--- config.mk ---
export PLATFORM = sky130hd
export DESIGN_NAME = chord_seq_top
export DESIGN_NICKNAME = d
export VERILOG_FILES = /design/src/rtl/chord_seq_pkg.sv /design/src/rtl/btn_debounce.sv /design/src/rtl/gesture_decoder.sv /design/src/rtl/status_block.sv /design/src/rtl/chord_seq_top.sv
export SDC_FILE = /design/constraint.sdc
export NUM_CORES = 1
export LEC_CHECK = 0
export BUFFER_PORTS_ARGS = -buffer_cell sky130_fd_sc_hd__buf_2
export CORE_MARGIN = 4
export CORE_UTILIZATION = 25
export DETAILED_ROUTE_END_ITERATION = 10
export GPL_TIMING_DRIVEN = 0
export PLACE_DENSITY = 0.43
export SETUP_SLACK_MARGIN = 0.5
export SLEW_MARGIN = 25
export SYNTH_ARGS = -nofsm -noshare
export SYNTH_HDL_FRONTEND = slang
export SYNTH_SLANG_ARGS = --single-unit
--- constraint.sdc ---
create_clock -name clk -period 3 [get_ports clk]
set_input_delay 0.15 -clock clk [delete_from_list [all_inputs] [get_ports clk]]
set_output_delay 0.15 -clock clk [all_outputs]
set_load 0.02 [all_outputs]
--- src/rtl/chord_seq_pkg.sv ---
package chord_seq_pkg;

    localparam int NUM_BTN = 3;

    typedef enum logic [0:0] {
        G_IDLE   = 1'b0,
        G_ACTIVE = 1'b1
    } gest_state_e;

    typedef struct packed {
        gest_state_e        state;
        logic [NUM_BTN-1:0] seen;
        logic               comma_en;
        logic               bond_en;
        logic               prbs_en;
        logic               inject;
        logic               mode_grn;
        logic               mode_red;
    } gest_regs_t;

    typedef struct packed {
        logic lock;
        logic sync;
        logic done;
        logic err;
    } stat_regs_t;

endpackage

--- src/rtl/btn_debounce.sv ---
module btn_debounce #(
    parameter int STABLE_CYCLES = 1_000_000
) (
    input  logic clk,
    input  logic rst_n,
    input  logic raw_pressed,
    output logic pressed
);
    localparam int CW = $clog2(STABLE_CYCLES + 1);

    typedef struct packed {
        logic          meta;
        logic          sync;
        logic          level;
        logic [CW-1:0] cnt;
    } db_regs_t;

    db_regs_t r_q, r_d;

    always_comb begin
        r_d      = r_q;
        r_d.meta = raw_pressed;
        r_d.sync = r_q.meta;
        if (r_q.sync == r_q.level) begin
            r_d.cnt = '0;
        end else if (r_q.cnt == CW'(STABLE_CYCLES - 1)) begin
            r_d.cnt   = '0;
            r_d.level = r_q.sync;
        end else begin
            r_d.cnt = r_q.cnt + 1'b1;
        end
    end

    always_ff @(posedge clk or negedge rst_n) begin
        if (!rst_n) r_q <= '0;
        else        r_q <= r_d;
    end

    assign pressed = r_q.level;

    // the filtered level may only move to the value the synchroniser holds
    a_r7_level_follows_sync: assert property (@(posedge clk) disable iff (!rst_n)
        !$stable(r_q.level) |-> (r_q.level == $past(r_q.sync)));

endmodule

--- src/rtl/gesture_decoder.sv ---
module gesture_decoder
    import chord_seq_pkg::*;
(
    input  logic               clk,
    input  logic               rst_n,
    input  logic [NUM_BTN-1:0] pressed,
    output logic               comma_en,
    output logic               bond_en,
    output logic               prbs_en,
    output logic               inject,
    output logic               mode_grn,
    output logic               mode_red
);
    gest_regs_t g_q, g_d;

    always_comb begin
        g_d          = g_q;
        g_d.inject   = 1'b0;
        g_d.mode_grn = 1'b0;
        g_d.mode_red = 1'b0;
        unique case (g_q.state)
            G_IDLE: begin
                if (|pressed) begin
                    g_d.state = G_ACTIVE;
                    g_d.seen  = pressed;
                end
            end
            G_ACTIVE: begin
                g_d.seen = g_q.seen | pressed;
                if (pressed == '0) begin
                    g_d.state = G_IDLE;
                    g_d.seen  = '0;
                    unique case (g_q.seen)
                        3'b001:  g_d.comma_en = 1'b1;
                        3'b010:  g_d.bond_en  = 1'b1;
                        3'b100:  g_d.prbs_en  = 1'b1;
                        3'b110:  g_d.inject   = 1'b1;
                        3'b011:  g_d.mode_grn = 1'b1;
                        3'b101:  g_d.mode_red = 1'b1;
                        default: ;
                    endcase
                end
            end
            default: g_d.state = G_IDLE;
        endcase
    end

    always_ff @(posedge clk or negedge rst_n) begin
        if (!rst_n) g_q <= '0;
        else        g_q <= g_d;
    end

    assign comma_en = g_q.comma_en;
    assign bond_en  = g_q.bond_en;
    assign prbs_en  = g_q.prbs_en;
    assign inject   = g_q.inject;
    assign mode_grn = g_q.mode_grn;
    assign mode_red = g_q.mode_red;

    // at most one chord command per clock
    a_r5_cmd_onehot: assert property (@(posedge clk) disable iff (!rst_n)
        $onehot0({g_q.inject, g_q.mode_grn, g_q.mode_red}));
    // a held button blocks every action on the next clock
    a_r6_no_fire_held: assert property (@(posedge clk) disable iff (!rst_n)
        (|pressed) |=> !(g_q.inject | g_q.mode_grn | g_q.mode_red));
    // the inject command lasts one clock
    a_r4_inject_single: assert property (@(posedge clk) disable iff (!rst_n)
        g_q.inject |=> !g_q.inject);
    // comma enable is sticky
    a_r1_comma_sticky: assert property (@(posedge clk) disable iff (!rst_n)
        g_q.comma_en |=> g_q.comma_en);
    // bond enable is sticky
    a_r2_bond_sticky: assert property (@(posedge clk) disable iff (!rst_n)
        g_q.bond_en |=> g_q.bond_en);
    // pattern enable is sticky
    a_r3_prbs_sticky: assert property (@(posedge clk) disable iff (!rst_n)
        g_q.prbs_en |=> g_q.prbs_en);

endmodule

--- src/rtl/status_block.sv ---
module status_block
    import chord_seq_pkg::*;
(
    input  logic       clk,
    input  logic       rst_n,
    input  logic       lock_i,
    input  logic       sync_i,
    input  logic       done_i,
    input  logic       err_i,
    output logic [3:0] status
);
    stat_regs_t s_q, s_d;

    always_comb begin
        s_d      = s_q;
        s_d.lock = lock_i;
        s_d.sync = sync_i;
        s_d.done = done_i;
        s_d.err  = s_q.err | err_i;
    end

    always_ff @(posedge clk or negedge rst_n) begin
        if (!rst_n) s_q <= '0;
        else        s_q <= s_d;
    end

    assign status = {s_q.err, s_q.done, s_q.sync, s_q.lock};

    // lock shows one clock late
    a_r9_lock_delay: assert property (@(posedge clk) disable iff (!rst_n)
        1'b1 |=> (status[0] == $past(lock_i)));
    // error flag never drops outside reset
    a_r10_err_sticky: assert property (@(posedge clk) disable iff (!rst_n)
        status[3] |=> status[3]);
    // a reported error is captured on the next clock
    a_r10_err_capture: assert property (@(posedge clk) disable iff (!rst_n)
        err_i |=> status[3]);

endmodule

--- src/rtl/chord_seq_top.sv ---
module chord_seq_top
    import chord_seq_pkg::*;
#(
    parameter int STABLE_CYCLES = 1_000_000
) (
    input  logic       clk,
    input  logic       rst_n,
    input  logic [2:0] btn_n,
    input  logic       pll_locked_i,
    input  logic       pat_sync_i,
    input  logic       test_done_i,
    input  logic       lane_err_i,
    output logic       comma_det_en,
    output logic       chan_bond_en,
    output logic       prbs_tx_en,
    output logic       err_inject,
    output logic       led_mode_green,
    output logic       led_mode_red,
    output logic [3:0] status_led
);
    logic [NUM_BTN-1:0] pressed;

    for (genvar b = 0; b < NUM_BTN; b++) begin : g_btn
        btn_debounce #(
            .STABLE_CYCLES(STABLE_CYCLES)
        ) u_db (
            .clk        (clk),
            .rst_n      (rst_n),
            .raw_pressed(~btn_n[b]),
            .pressed    (pressed[b])
        );
    end

    gesture_decoder u_gest (
        .clk     (clk),
        .rst_n   (rst_n),
        .pressed (pressed),
        .comma_en(comma_det_en),
        .bond_en (chan_bond_en),
        .prbs_en (prbs_tx_en),
        .inject  (err_inject),
        .mode_grn(led_mode_green),
        .mode_red(led_mode_red)
    );

    status_block u_stat (
        .clk   (clk),
        .rst_n (rst_n),
        .lock_i(pll_locked_i),
        .sync_i(pat_sync_i),
        .done_i(test_done_i),
        .err_i (lane_err_i),
        .status(status_led)
    );

endmodule

# Yosys cells after proc, flatten, opt, wreduce, memory -nomap -nowiden
# Cells that the tools add are included.
dict set report classes {
  addsub 3
  n_eq_ne 13
  mux 16
  n_bitwise 9
  n_reduce_logical 8
}
# operator n
set ops {}
lappend ops {{20-bit 2-to-1 mux} 6}
lappend ops {{20-bit by 1-bit adder with 20-bit output (second input constant)} 3}
lappend ops {{20-bit == test (second input constant)} 3}
lappend ops {{10-bit 2-to-1 mux} 1}
lappend ops {{3-bit == test (second input constant)} 3}
lappend ops {{3-bit AND reduction} 3}
lappend ops {{4-bit case mux with 2 select lines} 1}
lappend ops {{1-bit inverter} 7}
lappend ops {{3-bit by 2-bit == test with 1-bit output (second input constant)} 2}
lappend ops {{1-bit 2-to-1 mux} 6}
lappend ops {{2-bit AND reduction} 3}
lappend ops {{4-bit 2-to-1 mux} 1}
lappend ops {{1-bit == test} 3}
lappend ops {{3-bit by 1-bit == test with 1-bit output (second input constant)} 1}
lappend ops {{3-bit zero test} 1}
lappend ops {{3-bit 2-to-1 mux} 1}
lappend ops {{3-bit bitwise OR} 1}
lappend ops {{3-bit OR reduction} 1}
lappend ops {{2-bit by 1-bit inequality test with 1-bit output (second input constant)} 1}
lappend ops {{1-bit bitwise OR} 1}
dict set report totals {
  register_bits 83
  in_bits 9
  output_inout_bits 10
  elab_cells 73
}

# Depth between registers and ports, before layout
# Gate-level depths: netlist (run 1).
dict set report depth {
  ltp_word 4
  depth_mapped 6
  mapped_depth_nobuf 5
}

# Cells and area by module
# Synthesis (run 1) repeated with hierarchy kept, for this count alone.
dict set report hier_totals {
  hier_cells 365
  hier_area_um2 3891.2
}
# mod n_inst cells_per_inst area_each_um2 seq_area_each_um2
set by_module_without_submodules {}
lappend by_module_without_submodules {btn_debounce 3 108 1114.8 575.6}
lappend by_module_without_submodules {gesture_decoder 1 33 429.2 250.2}
lappend by_module_without_submodules {status_block 1 5 106.4 100.1}
lappend by_module_without_submodules {chord_seq_top 1 3 11.3 0.0}

# Least setup slack after synthesis (run 1)
# OpenSTA, ideal clock, no wires.
dict set report synth_path {
  path_type {register to register}
  startpoint {reg g_btn[2].u_db.r_q[16] (netlist name)}
  endpoint {reg g_btn[2].u_db.r_q[10] (netlist name)}
  setup_ns 0.119
  arrival_ns 1.660
  required_time_ns 2.881
  slack_ns 1.221
  path_stages_with_launch 6
  n_path_buf 1
  period_less_slack_ns 1.779
  cell_sequence {dfrtp_1 nand3_1 or4b_1 o31ai_4 buf_4 nor2_1}
}
# item line_no
set synth_lines {}
lappend synth_lines {{start, declared} btn_debounce.sv:18} ;# db_regs_t r_q, r_d;
lappend synth_lines {{start signal, assigned} btn_debounce.sv:36} ;# else r_q <= r_d;

==> results of run 1 <==
-- repair_timing --
item	CTS	global route
hold buffers	8	0
hold endpoints to repair	45	0
setup buffers	0	0
-- routing by layer --
metal	part of all wire [%]	GRT usage, %	wire length, um	up-vias
li1	-	-	-	1382
met1	49	12.52	3654	1275
met2	45	14.64	3345	28
met3	4.3	3.555	320	10
met4	1.6	3.501	122	0
met5	0	0	0	-
-- cell usage after synthesis (6+ instances only) --
cell type	n	area share [%]
sky130_fd_sc_hd__clkbuf_1	6	0.59
sky130_fd_sc_hd__a21oi_1	15	2.0
sky130_fd_sc_hd__nor2_1	55	5.4
sky130_fd_sc_hd__nand2_1	24	2.4
sky130_fd_sc_hd__xnor2_1	29	6.6
sky130_fd_sc_hd__nand3_1	18	2.4
sky130_fd_sc_hd__inv_1	15	1.5
sky130_fd_sc_hd__o21ai_0	11	1.4
sky130_fd_sc_hd__xor2_1	14	3.2
sky130_fd_sc_hd__dfrtp_1	83	54
sky130_fd_sc_hd__or3_1	9	1.5
sky130_fd_sc_hd__nand4_1	12	2.0
sky130_fd_sc_hd__nor3_1	14	1.8
sky130_fd_sc_hd__nor4_1	11	1.8
sky130_fd_sc_hd__or4_1	6	1.2
-- flip-flops by register name (all words and copies together) (netlist names) --
| register | count |
|---|---|
| g_btn.u_db.r_q | 63 |
| g_btn.u_db.pressed | 3 |
| u_gest.g_q | 4 |
| u_gest.comma_en | 1 |
| u_gest.inject | 1 |
| u_stat.status | 4 |
| u_gest.prbs_en | 1 |
| u_gest.mode_grn | 1 |
| u_gest.mode_red | 1 |
| u_gest.bond_en | 1 |
| g_btn.u_db.r_d | 3 |
-- layout by cell type, fill, tap and decap left out, types with 3 or more instances in the layout --
cell type,n
sky130_fd_sc_hd__a21o_1,5
sky130_fd_sc_hd__a21oi_1,15
sky130_fd_sc_hd__and3_1,3
sky130_fd_sc_hd__and4_1,3
sky130_fd_sc_hd__buf_2,18
sky130_fd_sc_hd__clkbuf_1,7
sky130_fd_sc_hd__clkbuf_16,9
sky130_fd_sc_hd__clkinv_2,4
sky130_fd_sc_hd__dfrtp_1,83
sky130_fd_sc_hd__dlygate4sd3_1,8
sky130_fd_sc_hd__ha_1,3
sky130_fd_sc_hd__inv_1,15
sky130_fd_sc_hd__nand2_1,24
sky130_fd_sc_hd__nand3_1,18
sky130_fd_sc_hd__nand3b_1,4
sky130_fd_sc_hd__nand4_1,12
sky130_fd_sc_hd__nor2_1,55
sky130_fd_sc_hd__nor3_1,14
sky130_fd_sc_hd__nor4_1,11
sky130_fd_sc_hd__nor4b_1,4
sky130_fd_sc_hd__o21ai_0,11
sky130_fd_sc_hd__o31ai_1,5
sky130_fd_sc_hd__or3_1,9
sky130_fd_sc_hd__or4_1,6
sky130_fd_sc_hd__xnor2_1,29
sky130_fd_sc_hd__xor2_1,14
-- power groups by stage --
stage	logic [uW]	clock network [uW]	registers [uW]
2_1_floorplan	30.9	0	1170
3_3_place_gp	73.3	0	1170
3_5_place_dp	78.7	0	1170
4_1_cts	87.2	1060	1150
5_1_grt	98.4	1110	1150
6_report	82.6	1010	1150
-- cell families after synthesis --
family                     synth area share, %
xor gates and xnor gates                 9.856
DFF                                      54.35
AOI/OAI and AO/OA                        6.614
muxes                                    1.146
adders and majority gates               0.9824
buffers and inverters                    2.390
and+or+nand+nor                          24.66
-- through the flow --
stage	utilization [%]	hold slack (ns)
global route	30.68	0.3149
floorplan	-	-0.1456
global placement	28.07	0.2575
detailed placement	28.30	0.09071
CTS	30.68	0.2910
finish	30.68	0.2836
-- final cells by class --
cell class	instances	area share [%]
inverter	15	1.244
tap	184	5.086
buffer	8	0.7739
clock buffer	11	5.362
clock inverter	5	0.6357
sequential	83	45.88
multi-input combinational	268	36.51
timing repair buffer	27	4.505
-- worst max-delay path by stage --
stage,start,to,cells after the start
global placement,g_btn[2].u_db.r_q[16]$_DFF_PN0_,g_btn[2].u_db.r_q[15]$_DFF_PN0_,5
global route,g_btn[1].u_db.r_q[16]$_DFF_PN0_,g_btn[1].u_db.r_q[2]$_DFF_PN0_,5
finish,g_btn[1].u_db.r_q[16]$_DFF_PN0_,g_btn[1].u_db.r_q[3]$_DFF_PN0_,5
detailed placement,g_btn[2].u_db.r_q[16]$_DFF_PN0_,g_btn[2].u_db.r_q[12]$_DFF_PN0_,5
floorplan,g_btn[2].u_db.r_q[16]$_DFF_PN0_,g_btn[2].u_db.r_q[10]$_DFF_PN0_,5
CTS,g_btn[1].u_db.r_q[16]$_DFF_PN0_,g_btn[1].u_db.r_q[3]$_DFF_PN0_,5
==> tab_implementation.tex, run 1 <==
\begin{tabular}{lr}
\hline
Metric & Value \\
\hline
\multicolumn{2}{l}{\textbf{Pwr}} \\
\quad Share of total power in sequential cells & 51.2\% \\
\quad Net switching fraction of the power & 22.24\% \\
\quad Switching power summed over all nets & 499.0 uW \\
\quad Worst voltage drop across the vdd grid & 260.6 uV \\
\quad Clock share of power & 45.2\% \\
\quad Internal power of the cells & 1744 uW \\
\quad Total power of the final layout & 2243 uW \\
\quad Power per cell area & 495.5 nW/um\^{}2 \\
\quad Static leakage & 0.001860 uW \\
\quad Combinational fraction of design power & 3.7\% \\
\multicolumn{2}{l}{\textbf{Synthesis}} \\
\quad Number of warnings printed during yosys synthesis & 0 \\
\quad Post-synthesis cell count & 374 \\
\quad Sequential share of the synthesized area & 54.35\% \\
\quad Synthesized area & 3821 um\^{}2 \\
\quad Top FF cell, synth & sky130\_fd\_sc\_hd\_\_dfrtp\_1 \\
\quad Syn\_area\_per\_cell & 10.22 um\^{}2 \\
\quad Distinct cell type count after synthesis & 40 \\
\quad Number of synthesized flops with an enable pin & 0 \\
\quad Synthesis-stage register bit count & 83 \\
\quad Fraction of registers with async set/reset & 100.0\% \\
\quad Nets in the synthesized netlist & 386 \\
\multicolumn{2}{l}{\textbf{Cells and area}} \\
\quad Design area & 4527 um\^{}2 \\
\quad FF/Latch Area & 2077 um\^{}2 \\
\quad Number of cells in the finished layout apart from fillers & 601 \\
\quad Final-layout fill cell count & 1530 \\
\quad Final \#Nets & 424 \\
\quad Number of inserted diodes & 0 \\
\quad Multi-input gate area & 1653 um\^{}2 \\
\quad Proportion of layout cells with a drive suffix above 1 & 10.55\% \\
\quad Layout overhead on the synthesized area & 18.47\% \\
\multicolumn{2}{l}{\textbf{Place}} \\
\quad Detail Placement HPWL & 5127 um \\
\quad Placed cell areas & 4175 um\^{}2 \\
\quad Worst slack at placement & 0.9292 ns \\
\quad Instance count after placement with tap cells included & 577 \\
\quad RePlAce Congestion & 0.7645 \\
\quad Count of input and output buffers & 18 \\
\multicolumn{2}{l}{\textbf{Critical path}} \\
\quad Cell Chain, Critical Path & nand3\_1 > or4b\_1 > o31ai\_1 > clkbuf\_1 > nor2\_1 \\
\quad Buffers \& Inverters on Critical Path & 1 \\
\quad Kind of end point of the critical path & flip-flop \\
\quad Number of cell instances on the worst register-to-register path & 5 \\
\quad Reg2Reg Launch Point & g\_btn[1].u\_db.r\_q[16]\$\_DFF\_PN0\_ \\
\quad Minimum setup slack among reg-to-reg paths & 0.94 ns \\
\quad Signal arrival time at the worst endpoint & 2.26 ns \\
\quad Worst reg2reg endpoint & g\_btn[1].u\_db.r\_q[3]\$\_DFF\_PN0\_ \\
\quad Critical path required time & 3.20 ns \\
\quad Top fanout value on the critical path & 10 \\
\quad Master of the slowest instance on the critical path & sky130\_fd\_sc\_hd\_\_or4b\_1 \\
\quad Highest cell delay on the worst timing path & 0.56 ns \\
\quad Top delay family on crit path & simple AND/OR/NAND/NOR gates \\
\quad Worst setup path class & flip-flop to flip-flop \\
\quad Kind of start point of the critical path & flip-flop \\
\multicolumn{2}{l}{\textbf{Die}} \\
\quad Die Wd & 131.6 um \\
\quad Area enclosed by the die boundary & 17330 um\^{}2 \\
\quad Chip Height & 131.6 um \\
\quad Area of the core region & 14750 um\^{}2 \\
\quad Number of top-level design ports & 19 \\
\quad Effective utilization at floorplan & 25.90\% \\
\quad Number of core rows & 44 \\
\multicolumn{2}{l}{\textbf{STA}} \\
\quad RSZ-0062 raised after global routing & no \\
\quad Headroom to the max-slew limit & 59.58\% \\
\quad Maximum frequency from static timing analysis & 0.4865 GHz \\
\quad Number of slew-limit violations in the final report & 0 \\
\quad Total Neg Setup Slack & 0 ns \\
\quad Final worst setup slack & 0.9446 ns \\
\quad Final setup skew & 0.007714 ns \\
\quad Number of hold violations in the final report & 0 \\
\quad Final worst-path cycle share & 68.51\% \\
\quad Least-Margin Pin Slew & 0.6008 ns \\
\quad Min Clock Period, post-route & 2.055 ns \\
\quad Setup-violating endpoint count in the final report & 0 \\
\multicolumn{2}{l}{\textbf{Detailed routing}} \\
\quad First-pass DRT Iterations & 4 \\
\quad Initial DRC count & 181 \\
\quad Via total after detailed routing & 2695 \\
\quad Antenna Nets Post-Route & 0 \\
\quad Residual DRC count & 0 \\
\quad Post-detailed-route via-to-cell ratio & 4.484 \\
\quad Routed wire length per instance & 12.38 um \\
\quad Final Routed Wirelength & 7443 um \\
\multicolumn{2}{l}{\textbf{Clock network}} \\
\quad Worst skew pair latency & 0.34 ns \\
\quad Number of clock sinks & 83 \\
\quad Longest Clk Path Bufs & 2 \\
\quad Count of instances resized after the clock tree is built & 0 \\
\quad Clock slew seen by the registers of the worst setup and hold paths & 0.06 ns \\
\quad CTS Buf Count & 9 \\
\quad Clock tree from TritonCTS & yes \\
\quad Root buffer selected by CTS & sky130\_fd\_sc\_hd\_\_clkbuf\_16 \\
\quad Htree depth & 3 \\
\multicolumn{2}{l}{\textbf{Flow run}} \\
\quad Number of max-cap violations & 0 \\
\multicolumn{2}{l}{\textbf{GRT}} \\
\quad Number of global-route vias before repair & 2761 \\
\quad Number of antenna violations at the first check in global routing & 0 \\
\quad First-pass GRT wire length & 13660 um \\
\quad Overall overflow remaining after global route & 0 \\
\quad Total routing usage reported by global routing & 9.606\% \\
\quad Pin count of the biggest net entering global routing & 46 \\
\multicolumn{2}{l}{\textbf{Status}} \\
\quad Run status & finished, final reports clean \\
\multicolumn{2}{l}{\textbf{Worst hold path}} \\
\quad Hold Path Class & input pin to async pin \\
\hline
\end{tabular}
No activity file was read; power rests on OpenSTA's default activity.
==> run 2, diff against run 1 <==
--- a/config.mk
+++ b/config.mk
@@ -10,7 +10,7 @@
 export CORE_UTILIZATION = 25
 export DETAILED_ROUTE_END_ITERATION = 10
 export GPL_TIMING_DRIVEN = 0
-export PLACE_DENSITY = 0.43
+export PLACE_DENSITY = 0.45
 export SETUP_SLACK_MARGIN = 0.5
 export SLEW_MARGIN = 25
 export SYNTH_ARGS = -nofsm -noshare
==> constraint.sdc (replaced) <==
create_clock -name clk -period 1.8 [get_ports clk]
set_input_delay 0.09 -clock clk [delete_from_list [all_inputs] [get_ports clk]]
set_output_delay 0.09 -clock clk [all_outputs]
set_load 0.02 [all_outputs]
==> run 2 against run 1 <==
Compared with the run above:
- sequential share of layout area down 8.4 points
- die area unchanged
- utilization up 7.3 points
==> tab_implementation.tex, run 2 (synthesized netlist as in run 1, its figures left out) <==
\begin{tabular}{lr}
\hline
Metric & Value \\
\hline
\multicolumn{2}{l}{\textbf{STA}} \\
\quad Number of hold violations in the final report & 0 \\
\quad Setup-violating endpoint count in the final report & 0 \\
\quad Final worst-path cycle share & 95.25\% \\
\quad Headroom to the max-slew limit & 74.65\% \\
\quad Final setup skew & 0.005898 ns \\
\quad Min Clock Period, post-route & 1.714 ns \\
\quad Maximum frequency from static timing analysis & 0.5833 GHz \\
\quad Final worst setup slack & 0.08551 ns \\
\quad Number of slew-limit violations in the final report & 0 \\
\quad Least-Margin Pin Slew & 0.3768 ns \\
\quad RSZ-0062 raised after global routing & yes \\
\multicolumn{2}{l}{\textbf{Cells and area}} \\
\quad Final \#Nets & 491 \\
\quad Number of cells in the finished layout apart from fillers & 668 \\
\quad Design area & 5607 um\^{}2 \\
\quad Commonest non-fill, non-tap cells in the layout & 63 x sky130\_fd\_sc\_hd\_\_dfrtp\_1, 58 x sky130\_fd\_sc\_hd\_\_buf\_4, 29 x sky130\_fd\_sc\_hd\_\_nor2\_2, 28 x sky130\_fd\_sc\_hd\_\_xnor2\_1, 26 x sky130\_fd\_sc\_hd\_\_nor2\_1 \\
\quad Leading cell type in the layout, fill and taps excluded & sky130\_fd\_sc\_hd\_\_dfrtp\_1 \\
\quad Number of inserted diodes & 0 \\
\quad Final core area utilization & 38.00\% \\
\quad Final-layout fill cell count & 1462 \\
\quad Proportion of layout cells with a drive suffix above 1 & 43.80\% \\
\quad Register ranked first by flip-flop count & g\_btn.u\_db.r\_q \\
\quad Layout overhead on the synthesized area & 46.73\% \\
\quad Flip-flop count of the largest register, all copies and words added & 63 \\
\multicolumn{2}{l}{\textbf{Critical path}} \\
\quad Minimum setup slack among reg-to-reg paths & 0.09 ns \\
\quad Number of cell instances on the worst register-to-register path & 5 \\
\quad Worst reg2reg endpoint & g\_btn[1].u\_db.r\_q[19]\$\_DFF\_PN0\_ \\
\quad Kind of start point of the critical path & flip-flop \\
\quad Kind of end point of the critical path & flip-flop \\
\quad Signal arrival time at the worst endpoint & 1.98 ns \\
\quad Worst setup path class & flip-flop to flip-flop \\
\quad Top fanout value on the critical path & 10 \\
\quad Reg2Reg Launch Point & g\_btn[1].u\_db.r\_q[0]\$\_DFF\_PN0\_ \\
\quad Critical path required time & 2.07 ns \\
\multicolumn{2}{l}{\textbf{Clock network}} \\
\quad Longest Clk Path Bufs & 2 \\
\quad Clock tree from TritonCTS & yes \\
\quad Worst skew pair latency & 0.34 ns \\
\quad Clock slew seen by the registers of the worst setup and hold paths & 0.06 ns \\
\quad CTS Buf Count & 9 \\
\quad Number of clock sinks & 83 \\
\quad Htree depth & 3 \\
\quad Root buffer selected by CTS & sky130\_fd\_sc\_hd\_\_clkbuf\_16 \\
\multicolumn{2}{l}{\textbf{Detailed routing}} \\
\quad Routed wire length per instance & 13.17 um \\
\quad Final Routed Wirelength & 8795 um \\
\quad Residual DRC count & 0 \\
\quad Initial DRC count & 146 \\
\quad Antenna Nets Post-Route & 0 \\
\quad First-pass DRT Iterations & 4 \\
\quad Post-detailed-route via-to-cell ratio & 4.693 \\
\quad Via total after detailed routing & 3135 \\
\multicolumn{2}{l}{\textbf{GRT}} \\
\quad Total routing usage reported by global routing & 10.27\% \\
\quad First-pass GRT wire length & 14920 um \\
\quad Number of antenna violations at the first check in global routing & 0 \\
\quad Pin count of the biggest net entering global routing & 61 \\
\quad Overall overflow remaining after global route & 0 \\
\quad Number of global-route vias before repair & 3150 \\
\multicolumn{2}{l}{\textbf{Status}} \\
\quad Run status & finished, final reports clean \\
\multicolumn{2}{l}{\textbf{Place}} \\
\quad Worst slack at placement & -0.1627 ns \\
\quad Count of input and output buffers & 18 \\
\quad Instance count after placement with tap cells included & 577 \\
\quad RePlAce Congestion & 0.7655 \\
\quad Placed cell areas & 4353 um\^{}2 \\
\quad Detail Placement HPWL & 5149 um \\
\multicolumn{2}{l}{\textbf{Pwr}} \\
\quad Static leakage & 0.002325 uW \\
\quad Power per cell area & 721.9 nW/um\^{}2 \\
\quad Worst voltage drop across the vdd grid & 461.5 uV \\
\quad Total power of the final layout & 4048 uW \\
\multicolumn{2}{l}{\textbf{Worst hold path}} \\
\quad Hold Path Class & input pin to async pin \\
\multicolumn{2}{l}{\textbf{Die}} \\
\quad Area of the core region & 14750 um\^{}2 \\
\quad Number of core rows & 44 \\
\quad Die Wd & 131.6 um \\
\quad Effective utilization at floorplan & 25.90\% \\
\quad Area enclosed by the die boundary & 17330 um\^{}2 \\
\quad Chip Height & 131.6 um \\
\quad Number of top-level design ports & 19 \\
\multicolumn{2}{l}{\textbf{Flow run}} \\
\quad Number of max-cap violations & 0 \\
\hline
\end{tabular}
## run 2: repair_timing
| item | in CTS | in global routing |
|---|---|---|
| endpoints found under the hold margin | 90 | 0 |
| pin swaps | 11 | 19 |
| endpoints found under the setup margin | 67 | 67 |
| hold buffers | 8 | 0 |
| gates cloned | 2 | 2 |
| setup buffers | 43 | 20 |
| resized for setup | 52 | 50 |
## run 2: where the power goes
group	internal [uW]	switching, uW	total [uW]	leakage, uW
combinational	118	120	238	0.00109
clock	1120	769	1890	0.000147
sequential	1890	27.2	1920	0.00109
total	3130	916	4050	0.00233
## run 2: metrics by stage
stage | hold slack [ns] | setup TNS (ns)
global route | 0.1780 | 0
detailed placement | -0.03307 | -1.879
CTS | 0.1701 | 0
finish | 0.1667 | 0
floorplan | -0.2056 | 0
global placement | 0.1976 | -10.33
## run 2: cell type report
type                    count  area [um^2]  area share, %
repair buffers             94        772.0          13.77
flip-flops and latches     83         2102          37.49
clock buffers              11        242.7          4.329
well taps                 184        230.2          4.106
plain buffers               8        97.59          1.741
multi-input cells         268         2046          36.49
inverters                  15        56.30          1.004
clock inverters             5        60.06          1.071
## run 2: how the worst max path moves through the flow
| stage | startpoint | to | slack [ns] |
|---|---|---|---|
| 6_report | g_btn[1].u_db.r_q[0]$_DFF_PN0_ | g_btn[1].u_db.r_q[19]$_DFF_PN0_ | 0.09 |
| 5_1_grt | g_btn[1].u_db.r_q[0]$_DFF_PN0_ | g_btn[1].u_db.r_q[17]$_DFF_PN0_ | 0.04 |
| 4_1_cts | g_btn[1].u_db.r_q[7]$_DFF_PN0_ | g_btn[1].u_db.r_q[11]$_DFF_PN0_ | 0.06 |
| 3_5_place_dp | g_btn[2].u_db.r_q[0]$_DFF_PN0_ | g_btn[2].u_db.r_q[11]$_DFF_PN0_ | -0.16 |
| 3_3_place_gp | rst_n | g_btn[2].u_db.r_q[4]$_DFF_PN0_ | -0.26 |
| 2_1_floorplan | g_btn[1].u_db.r_q[2]$_DFF_PN0_ | g_btn[1].u_db.r_q[17]$_DFF_PN0_ | 0.08 |
## run 2: worst max-delay path, cell delays in order, from the launching register on
cell	delay, ns
sky130_fd_sc_hd__dfrtp_1	0.44
sky130_fd_sc_hd__nand2_2	0.11
sky130_fd_sc_hd__or4_4	0.42
sky130_fd_sc_hd__buf_6	0.15
sky130_fd_sc_hd__or4_1	0.40
sky130_fd_sc_hd__a21oi_1	0.13
## run 2: layer usage
layer	global-route usage, %	routed length (um)
met4	3.734	125
met2	16.73	4300
met5	0	0
met3	2.485	174
met1	13.32	4194
==> run 3, diff against run 2 <==
--- a/config.mk
+++ b/config.mk
@@ -7,12 +7,13 @@
 export LEC_CHECK = 0
 export BUFFER_PORTS_ARGS = -buffer_cell sky130_fd_sc_hd__buf_2
 export CORE_MARGIN = 4
-export CORE_UTILIZATION = 25
+export CORE_UTILIZATION = 35
 export DETAILED_ROUTE_END_ITERATION = 10
 export GPL_TIMING_DRIVEN = 0
-export PLACE_DENSITY = 0.45
+export PLACE_DENSITY = 0.56
 export SETUP_SLACK_MARGIN = 0.5
 export SLEW_MARGIN = 25
 export SYNTH_ARGS = -nofsm -noshare
 export SYNTH_HDL_FRONTEND = slang
+export SYNTH_HIERARCHICAL = 1
 export SYNTH_SLANG_ARGS = --single-unit
==> run 3 against run 2 <==
Compared with the run above:
- synthesized cell count down 2.4%
- critical path depth fell by 1
- synthesized area grew 1.8%
- cell area is 3.5% higher
- sequential power about the same
- non-clock buffer count increased by 26
- highest routed layer unchanged
==> tab_implementation.tex, run 3 <==
\begin{tabular}{lr}
\hline
Metric & Value \\
\hline
\multicolumn{2}{l}{\textbf{Status}} \\
\quad Run status & finished, final reports clean \\
\multicolumn{2}{l}{\textbf{Die}} \\
\quad Effective utilization at floorplan & 35.90\% \\
\quad Die Wd & 113.4 um \\
\quad Chip Height & 113.4 um \\
\quad Area enclosed by the die boundary & 12870 um\^{}2 \\
\quad Number of top-level design ports & 19 \\
\quad Number of core rows & 38 \\
\quad Area of the core region & 10840 um\^{}2 \\
\multicolumn{2}{l}{\textbf{Synthesis}} \\
\quad Sequential share of the synthesized area & 53.38\% \\
\quad Biggest area contributors in the synthesized netlist & sky130\_fd\_sc\_hd\_\_dfrtp\_1 53\%, sky130\_fd\_sc\_hd\_\_xnor2\_1 7.4\%, sky130\_fd\_sc\_hd\_\_nor2\_1 5.6\% \\
\quad Number of warnings printed during yosys synthesis & 6 \\
\quad Top FF cell, synth & sky130\_fd\_sc\_hd\_\_dfrtp\_1 \\
\quad Distinct cell type count after synthesis & 35 \\
\quad Cell type with the largest total area after synthesis & sky130\_fd\_sc\_hd\_\_dfrtp\_1 \\
\quad Fraction of registers with async set/reset & 100.0\% \\
\quad Nets in the synthesized netlist & 377 \\
\quad Top-area cell type share of the netlist area & 53.38\% \\
\quad Syn\_area\_per\_cell & 10.66 um\^{}2 \\
\quad Synthesized area & 3891 um\^{}2 \\
\quad Number of synthesized flops with an enable pin & 0 \\
\quad Top post-synthesis cells by count & 83 x sky130\_fd\_sc\_hd\_\_dfrtp\_1, 58 x sky130\_fd\_sc\_hd\_\_nor2\_1, 33 x sky130\_fd\_sc\_hd\_\_xnor2\_1, 19 x sky130\_fd\_sc\_hd\_\_inv\_1, 19 x sky130\_fd\_sc\_hd\_\_nand2\_1 \\
\quad Most frequent cell after synthesis & sky130\_fd\_sc\_hd\_\_dfrtp\_1 \\
\quad Post-synthesis cell count & 365 \\
\quad Synthesis-stage register bit count & 83 \\
\multicolumn{2}{l}{\textbf{Detailed routing}} \\
\quad Via total after detailed routing & 3231 \\
\quad Residual DRC count & 0 \\
\quad Final Routed Wirelength & 9228 um \\
\quad Post-detailed-route via-to-cell ratio & 5.002 \\
\quad Antenna Nets Post-Route & 0 \\
\quad Initial DRC count & 150 \\
\quad Routed wire length per instance & 14.28 um \\
\quad First-pass DRT Iterations & 7 \\
\multicolumn{2}{l}{\textbf{Critical path}} \\
\quad Kind of end point of the critical path & flip-flop \\
\quad Cell Chain, Critical Path & nand4\_4 > or4\_4 > or3\_4 > a21oi\_2 \\
\quad Kind of start point of the critical path & flip-flop \\
\quad Signal arrival time at the worst endpoint & 1.95 ns \\
\quad Highest cell delay on the worst timing path & 0.54 ns \\
\quad Top delay family on crit path & simple AND/OR/NAND/NOR gates \\
\quad Worst setup path class & flip-flop to flip-flop \\
\quad Master of the slowest instance on the critical path & sky130\_fd\_sc\_hd\_\_or4\_4 \\
\quad Buffers \& Inverters on Critical Path & 0 \\
\quad Top fanout value on the critical path & 5 \\
\quad Critical path required time & 2.09 ns \\
\multicolumn{2}{l}{\textbf{Place}} \\
\quad Worst slack at placement & -0.008599 ns \\
\quad Count of input and output buffers & 18 \\
\quad Detail Placement HPWL & 4965 um \\
\quad RePlAce Congestion & 0.7568 \\
\quad Placed cell areas & 4325 um\^{}2 \\
\multicolumn{2}{l}{\textbf{Pwr}} \\
\quad Share of total power in sequential cells & 51.6\% \\
\quad Worst voltage drop across the vdd grid & 490.9 uV \\
\quad Net switching fraction of the power & 21.89\% \\
\quad Clock share of power & 42.0\% \\
\quad Internal power of the cells & 2902 uW \\
\quad Switching power summed over all nets & 813.2 uW \\
\quad Power per cell area & 639.9 nW/um\^{}2 \\
\quad Static leakage & 0.002524 uW \\
\quad Combinational fraction of design power & 6.3\% \\
\multicolumn{2}{l}{\textbf{Clock network}} \\
\quad CTS Buf Count & 9 \\
\quad Number of clock sinks & 83 \\
\quad Clock tree from TritonCTS & yes \\
\quad Worst skew pair latency & 0.36 ns \\
\quad Htree depth & 3 \\
\quad Clock slew seen by the registers of the worst setup and hold paths & 0.09 ns \\
\quad Root buffer selected by CTS & sky130\_fd\_sc\_hd\_\_clkbuf\_8 \\
\quad Longest Clk Path Bufs & 2 \\
\multicolumn{2}{l}{\textbf{STA}} \\
\quad Setup-violating endpoint count in the final report & 0 \\
\quad RSZ-0062 raised after global routing & yes \\
\quad Number of hold violations in the final report & 0 \\
\quad Number of slew-limit violations in the final report & 0 \\
\quad Total Neg Setup Slack & 0 ns \\
\quad Final hold slack & 0.2267 ns \\
\quad Headroom to the max-slew limit & 68.83\% \\
\quad Final worst-path cycle share & 92.50\% \\
\quad Least-Margin Pin Slew & 0.4675 ns \\
\quad Min Clock Period, post-route & 1.665 ns \\
\quad Final worst setup slack & 0.1351 ns \\
\quad Maximum frequency from static timing analysis & 0.6006 GHz \\
\quad Final setup skew & 0.01138 ns \\
\multicolumn{2}{l}{\textbf{Cells and area}} \\
\quad Layout overhead on the synthesized area & 49.20\% \\
\quad Final \#Nets & 513 \\
\quad Proportion of layout cells with a drive suffix above 1 & 50.40\% \\
\quad Register ranked first by flip-flop count & g\_btn.u\_db/r\_q \\
\quad Commonest non-fill, non-tap cells in the layout & 88 x sky130\_fd\_sc\_hd\_\_buf\_4, 55 x sky130\_fd\_sc\_hd\_\_dfrtp\_1, 35 x sky130\_fd\_sc\_hd\_\_nor2\_2, 33 x sky130\_fd\_sc\_hd\_\_xnor2\_1, 28 x sky130\_fd\_sc\_hd\_\_dfrtp\_2 \\
\quad Flip-flop count of the largest register, all copies and words added & 63 \\
\quad Number of inserted diodes & 0 \\
\quad Leading cell type in the layout, fill and taps excluded & sky130\_fd\_sc\_hd\_\_buf\_4 \\
\quad Final core area utilization & 53.55\% \\
\quad Design area & 5806 um\^{}2 \\
\multicolumn{2}{l}{\textbf{Flow run}} \\
\quad Number of max-cap violations & 0 \\
\multicolumn{2}{l}{\textbf{GRT}} \\
\quad Overall overflow remaining after global route & 0 \\
\quad Number of global-route vias before repair & 3326 \\
\quad Number of antenna violations at the first check in global routing & 0 \\
\quad Pin count of the biggest net entering global routing & 50 \\
\quad First-pass GRT wire length & 15130 um \\
\quad Total routing usage reported by global routing & 14.41\% \\
\multicolumn{2}{l}{\textbf{Worst hold path}} \\
\quad Hold Path Class & input pin to async pin \\
\hline
\end{tabular}
[run 3: power groups by stage]
stage | combinational [uW] | clock (uW) | sequential (uW)
3_5_place_dp | 134 | 0 | 1950
5_1_grt | 263 | 1700 | 1920
4_1_cts | 211 | 1610 | 1910
3_3_place_gp | 125 | 0 | 1950
6_report | 235 | 1560 | 1920
2_1_floorplan | 58.2 | 0 | 1950
[run 3: routing by layer]
layer | share of wire [%] | vias to the layer above | global-route usage [%]
li1 | - | 1554 | -
met1 | 43 | 1617 | 17.36
met2 | 52 | 45 | 24.88
met3 | 3.1 | 15 | 3.607
met4 | 1.7 | 0 | 5.449
met5 | 0 | - | 0
[run 3: path summary, 6_finish.rpt]
path	start	to	slack, ns	cells after the start
min reg2reg	g_btn[2].u_db/r_d[21]$_DFF_PN0_	g_btn[2].u_db/r_q[21]$_DFF_PN0_	0.35	0
min in group clk	g_btn[2].u_db/r_d[21]$_DFF_PN0_	g_btn[2].u_db/r_q[21]$_DFF_PN0_	0.35	0
max	g_btn[2].u_db/r_q[8]$_DFF_PN0_	g_btn[2].u_db/r_q[17]$_DFF_PN0_	0.14	4
max in group asynchronous	rst_n	g_btn[2].u_db/r_q[2]$_DFF_PN0_	0.96	3
max reg2reg	g_btn[2].u_db/r_q[8]$_DFF_PN0_	g_btn[2].u_db/r_q[17]$_DFF_PN0_	0.14	4
min	rst_n	g_btn[1].u_db/r_q[18]$_DFF_PN0_	0.23	2
[run 3: through the flow]
step / power, uW / instances
finish: 3715 / 646
global route: 3883 / 646
CTS: 3735 / 623
detailed placement: 2085 / 524
global placement: 2075 / 523
floorplan: 2009 / 365
[run 3: cell type report]
| cell class | count | area [um^2] |
|---|---|---|
| Buffer | 3 | 33.78 |
| Clock buffer | 13 | 168.9 |
| Clock inverter | 3 | 68.82 |
| Fill cell | 926 | 5035 |
| Inverter | 20 | 75.07 |
| Multi-Input combinational cell | 259 | 2177 |
| Sequential cell | 83 | 2112 |
| Tap cell | 140 | 175.2 |
| Timing Repair Buffer | 125 | 994.7 |
[run 3: kinds of logic (layout without fill, tap and decap cells)]
group	Yosys count	count (layout)	synth area share (%)
xor+xnor	48	48	10.80
fa+ha+maj	3	3	0.9647
buf+inv	23	164	2.315
compound gates	21	21	3.987
simple gates	178	178	26.14
flops	83	83	53.38
mux	9	9	2.412
[run 3: worst reg2reg max path, cell delays in order (launching register included)]
cell                      delay (ns)
sky130_fd_sc_hd__dfrtp_2        0.44
sky130_fd_sc_hd__nand4_4        0.14
sky130_fd_sc_hd__or4_4          0.54
sky130_fd_sc_hd__or3_4          0.34
sky130_fd_sc_hd__a21oi_2        0.14
[run 3: repair_timing]
item	CTS	global route
buffers inserted	74	21
hold buffers	8	0
pin swaps	28	24
cloned	1	2
resized for setup	63	52
setup endpoints to repair	63	65
endpoints found under the hold margin	41	0
